$ cat src/rtl/sru_pkg.sv
package sru_pkg;
  typedef enum logic {
    DIR_DOWN = 1'b0,
    DIR_UP   = 1'b1
  } sru_dir_e;
endpackage

$ cat src/rtl/sru_next.sv
module sru_next
  import sru_pkg::*;
#(
  parameter int W = 4
) (
  input  logic [W-1:0] cur_i,
  output logic [W-1:0] nxt_o,
  output sru_dir_e     dir_o
);
  localparam int          MSB         = W - 1;
  localparam logic [W-1:0] TOP_END    = {W{1'b1}};
  localparam logic [W-1:0] BOT_END    = {W{1'b0}};
  localparam logic [W-1:0] UP_RELOAD  = {1'b0, {(W-1){1'b1}}};
  localparam logic [W-1:0] DN_RELOAD  = {1'b1, {(W-1){1'b0}}};

  logic at_top, at_bot;

  always_comb begin
    dir_o  = cur_i[MSB] ? DIR_UP : DIR_DOWN;
    at_top = (cur_i == TOP_END);
    at_bot = (cur_i == BOT_END);
    if (at_top)              nxt_o = UP_RELOAD;
    else if (at_bot)         nxt_o = DN_RELOAD;
    else if (dir_o == DIR_UP) nxt_o = cur_i + 1'b1;
    else                     nxt_o = cur_i - 1'b1;
  end
endmodule

$ cat src/rtl/sru_tri.sv
module sru_tri #(
  parameter int W       = 4,
  parameter bit HAS_TRI = 1'b1
) (
  input  logic [W-1:0] cnt_i,
  output logic [W-2:0] tri_o
);
  generate
    if (HAS_TRI) begin : g_tri
      assign tri_o = cnt_i[W-2:0];
    end else begin : g_no_tri
      assign tri_o = '0;
    end
  endgenerate
endmodule

$ cat src/rtl/sru_counter.sv
module sru_counter
  import sru_pkg::*;
#(
  parameter int W       = 4,
  parameter bit HAS_TRI = 1'b1
) (
  input  logic         clk,
  input  logic         rst_n,
  output logic [W-1:0] count_o,
  output logic         dir_up_o,
  output logic [W-2:0] tri_o
);
  localparam int           MSB       = W - 1;
  localparam logic [W-1:0] TOP_END   = {W{1'b1}};
  localparam logic [W-1:0] BOT_END   = {W{1'b0}};
  localparam logic [W-1:0] UP_RELOAD = {1'b0, {(W-1){1'b1}}};
  localparam logic [W-1:0] RST_VAL   = {1'b1, {(W-1){1'b0}}};

  logic [W-1:0] cnt_q, cnt_d, step_nxt;
  sru_dir_e     dir;

  sru_next #(.W(W)) u_next (
    .cur_i (cnt_q),
    .nxt_o (step_nxt),
    .dir_o (dir)
  );

  always_comb begin
    cnt_d = rst_n ? step_nxt : RST_VAL;
  end

  always_ff @(posedge clk) begin
    cnt_q <= cnt_d;
  end

  sru_tri #(.W(W), .HAS_TRI(HAS_TRI)) u_tri (
    .cnt_i (cnt_q),
    .tri_o (tri_o)
  );

  assign count_o  = cnt_q;
  assign dir_up_o = (dir == DIR_UP);

  AST_RESET_LOAD: assert property (@(posedge clk)
    !rst_n |=> cnt_q == RST_VAL);
  AST_UP_STEP: assert property (@(posedge clk) disable iff (!rst_n)
    (cnt_q[MSB] && cnt_q != TOP_END) |=> cnt_q == W'($past(cnt_q) + 1'b1));
  AST_TOP_FOLD: assert property (@(posedge clk) disable iff (!rst_n)
    (cnt_q == TOP_END) |=> cnt_q == UP_RELOAD);
  AST_DOWN_STEP: assert property (@(posedge clk) disable iff (!rst_n)
    (!cnt_q[MSB] && cnt_q != BOT_END) |=> cnt_q == W'($past(cnt_q) - 1'b1));
  AST_BOTTOM_FOLD: assert property (@(posedge clk) disable iff (!rst_n)
    (cnt_q == BOT_END) |=> cnt_q == RST_VAL);
  AST_DIR_STEADY: assert property (@(posedge clk) disable iff (!rst_n)
    (cnt_q != TOP_END && cnt_q != BOT_END) |=> $stable(dir_up_o));
  AST_TRI_HOLD: assert property (@(posedge clk) disable iff (!rst_n)
    (HAS_TRI && (cnt_q == TOP_END || cnt_q == BOT_END)) |=> $stable(tri_o));
endmodule

$ cat config.mk
export PLATFORM = sky130hd
export DESIGN_NAME = sru_counter
export DESIGN_NICKNAME = d
export VERILOG_FILES = /design/src/rtl/sru_pkg.sv /design/src/rtl/sru_next.sv /design/src/rtl/sru_tri.sv /design/src/rtl/sru_counter.sv
export SDC_FILE = /design/constraint.sdc
export NUM_CORES = 1
export LEC_CHECK = 0
export ABC_AREA = 1
export BUFFER_PORTS_ARGS = -buffer_cell sky130_fd_sc_hd__buf_2
export CORE_AREA = 2 2 39 41
export CTS_CLUSTER_DIAMETER = 120
export DETAILED_ROUTE_END_ITERATION = 8
export DIE_AREA = 0 0 41 43
export PLACE_DENSITY = 0.48
export SYNTH_ARGS = -nofsm -noshare
export SYNTH_HDL_FRONTEND = slang
export SYNTH_HIERARCHICAL = 1
export SYNTH_SLANG_ARGS = --single-unit
$ cat constraint.sdc
create_clock -name clk -period 1.9 [get_ports clk]
set_clock_uncertainty 0.1 [all_clocks]
set_input_delay 0.095 -clock clk [delete_from_list [all_inputs] [get_ports clk]]
set_output_delay 0.095 -clock clk [all_outputs]
set_load 0.01 [all_outputs]
==> run_results.csv <==
group,metric,value,unit
synthesis,synth_top_cells_by_area,"sky130_fd_sc_hd__dfxtp_1 (27%), sky130_fd_sc_hd__ha_1 (17%), sky130_fd_sc_hd__nand2_1 (13%)",
worst_hold_path,hold_path_startpoint,"rst_n",
layout,multi_input_comb_area,156,µm²
clocking,tritoncts_clock_tree,"done",
synthesis,synth_compound_area_share,4.58,%
floorplan,chipHeight,43,µm
clocking,cts.sink_count,4,
clocking,cts-root-to-sink-buffers,2,
timing,finalCritPeriodShare,72.2,%
worst_setup_path,critical-path-max-stage-delay,0.38,ns
place,portBuffers,9,
pwr,report.power.total,0.000261,W
layout,antenna_diode_count,0,
layout,largest_register_ffs,4,
clocking,num_cts_buffers,3,
worst_setup_path,timing.critical_path.cells,"inv_1 -> fa_1 -> xor2_1 -> o21ai_2 -> nand2_1 -> inv_1",
floorplan,die_w,41,µm
clocking,insertion_delay,0.23,ns
worst_setup_path,critPathArrivalTime,1.40,ns
place,placed_cells_incl_taps,61,
worst_setup_path,critical_path_sink_type,"flip-flop",
routing,drcViolationCount,0,
pwr,cellLeakagePower,0.238,nW
synthesis,ys_top_cells_by_count,"sky130_fd_sc_hd__nand2_1 (10), sky130_fd_sc_hd__inv_1 (8), sky130_fd_sc_hd__buf_4 (4), sky130_fd_sc_hd__dfxtp_1 (4), sky130_fd_sc_hd__ha_1 (4)",
routing,antenna_violating_nets_remaining,0,
synthesis,synth.yosys.seq_area_share,26.7,%
run,max_capacitance_violation_total,0,
synthesis,synth_top_family_by_area,"adder cells",
routing,wl,506,µm
worst_setup_path,path_max_fanout,4,
synthesis,dominantRegCellSynth,"sky130_fd_sc_hd__dfxtp_1",
floorplan,initial_core_util,21.7,%
worst_setup_path,worst_path_most_repeated_cell,"sky130_fd_sc_hd__inv_1",
worst_hold_path,hold_class,"input pin to flip-flop",
floorplan,floorplan.die_area,1760,µm²
worst_setup_path,crit_type,"flip-flop to flip-flop",
synthesis,syn-instance-count,40,
routing,drt_first_iter_violations,5,
global_routing,grt_start_max_net_pins,8,
floorplan,num_rows,14,
synthesis,yosysWarnings,6,
routing,viasPerCell,3.88,
layout,final_core_area_utilization,26.6,%
worst_setup_path,critical_path.startpoint,"count_o[3]$_SDFF_PN1_",
timing,hold-worst-slack,0.510,ns
run_status,outcome,"finished clean",
timing,final.min_clock_period,1.37,ns
timing,max_slew_margin,82.5,%
layout,layout.area.seq,80.1,µm²
routing,route.vias.total,252,
global_routing,initial_antenna_violation_count,0,
timing,report.final.setup_viol,0,
global_routing,gr-usage-all-layers,7.44,%
place,gp_routability_congestion,0.644,
synthesis,synthAdderAreaFrac,23.3,%
synthesis,synth_top_area_share,26.7,%
synthesis,synth.cell_area,300,µm²
synthesis,synth-edff-count,0,
clocking,htreeDepth,1,
timing,rsz0062_at_grt,"no",
place,hpwl,426,µm
layout,flow.area_growth_from_synthesis,22.5,%
synthesis,async_reset_ff_share,0,%
floorplan,fp.coreArea,1380,µm²
global_routing,gr-total-overflow,0,
synthesis,synthMostInstantiatedCell,"sky130_fd_sc_hd__nand2_1",
layout,fillCellCount,167,
worst_setup_path,timing.critical_path.from_type,"flip-flop",
worst_setup_path,rr_startpoint,"count_o[3]$_SDFF_PN1_",
global_routing,grt_pass1_wl,800,µm
synthesis,postSynthRegisterBits,4,
timing,highest_clock_rate,729,MHz
timing,final_max_slew_viols,0,
routing,wl_per_cell,7.78,µm
routing,firstDrtPassIters,4,
timing,final.setup.tns,0,ns
timing,worstMarginPinSlew,0.262,ns
synthesis,ys_types,14,
pwr,power_density,710,nW/µm²
synthesis,synth_top_cell_by_area,"sky130_fd_sc_hd__dfxtp_1",
worst_setup_path,timing.critical_path.slowest_stage_cell,"sky130_fd_sc_hd__fa_1",
clocking,cts_root_buf,"sky130_fd_sc_hd__clkbuf_4",
layout,final_cells,65,
synthesis,simple_gate_portion_of_the_synthesized_area,21.3,%
layout,nNetsFinal,58,
floorplan,num_io_pins,10,
worst_setup_path,cp.required,1.93,ns
clocking,post_cts.resized_instances,0,
synthesis,postSynthNetCount,47,
layout,drive_above_1_share,32.7,%
pwr,irDropWorstVdd,0.000207,V
global_routing,grt_pass1_vias,226,
clocking,path_clk_slew,0.03,ns
synthesis,synthXorXnorAreaFrac,2.92,%
synthesis,post_synth_mux_area_share,0,%
synthesis,post_synth.cell_area_avg,7.51,µm²
timing,hold_violations,0,
[report_power, final]
group | total (W) | internal (W) | switching (W)
Sequential | 0.000103 | 0.0000916 | 0.0000116
Combinational | 0.0000556 | 0.0000264 | 0.0000291
Clock | 0.000103 | 0.0000705 | 0.0000321
[cells by family (layout without fill, tap and decap cells)]
group	after synthesis	in the layout
flops	4	4
fa+ha+maj	5	5
buf+inv	13	22
compound gates	2	2
xor+xnor	1	1
simple gates	15	15
[final cells by class]
type | instances | share of cell area, %
well taps | 16 | 5.44
inverters | 9 | 9.18
repair buffers | 10 | 15.0
flip-flops and latches | 4 | 21.8
clock buffers | 3 | 6.12
multi-input cells | 23 | 42.5
[layer usage]
metal / track usage, % / wire length [µm] / vias to the layer above
met2: 9.06 / 228 / 11
met1: 7.77 / 224 / 108
li1: - / - / 133
met3: 3.14 / 53 / 0
met5: 0 / 0 / -
met4: 10.0 / 0 / 0
[through the flow]
stage                     area (µm²)  worst slack (ns)
after floorplan                  300             0.519
after global placement           335             0.537
after detailed placement         335             0.529
after CTS                        368             0.516
after global routing             368             0.419
final                            368             0.527
[repair_timing]
item,CTS,global route
hold endpoints to repair,4,0
hold buffers,1,0
setup buffers,0,0
[layout by cell type, fill, tap and decap left out, drive strengths merged]
master / instances
xor2: 1
dfxtp: 4
fa: 1
clkbuf: 3
inv: 9
ha: 4
nand2: 11
nand3: 2
buf: 9
o21ai: 2
nor2: 2
dlygate4sd3: 1
[worst max-delay path, delay by kind of cell, from the launching register on]
kind | cells | cell delay [ns]
simple gates | 1 | 0.05
xor+xnor | 1 | 0.18
buf+inv | 2 | 0.14
compound gates | 1 | 0.06
fa+ha+maj | 1 | 0.38
flops | 1 | 0.35
[final timing paths]
path,depth (start not counted),to,slack (ns)
setup / recovery,6,count_o[2]$_SDFF_PN0_,0.53
hold reg to reg,3,count_o[0]$_SDFF_PN0_,0.57
hold / removal,3,count_o[3]$_SDFF_PN1_,0.51
setup reg to reg,6,count_o[2]$_SDFF_PN0_,0.53
No activity file was read; power rests on OpenSTA's default activity.
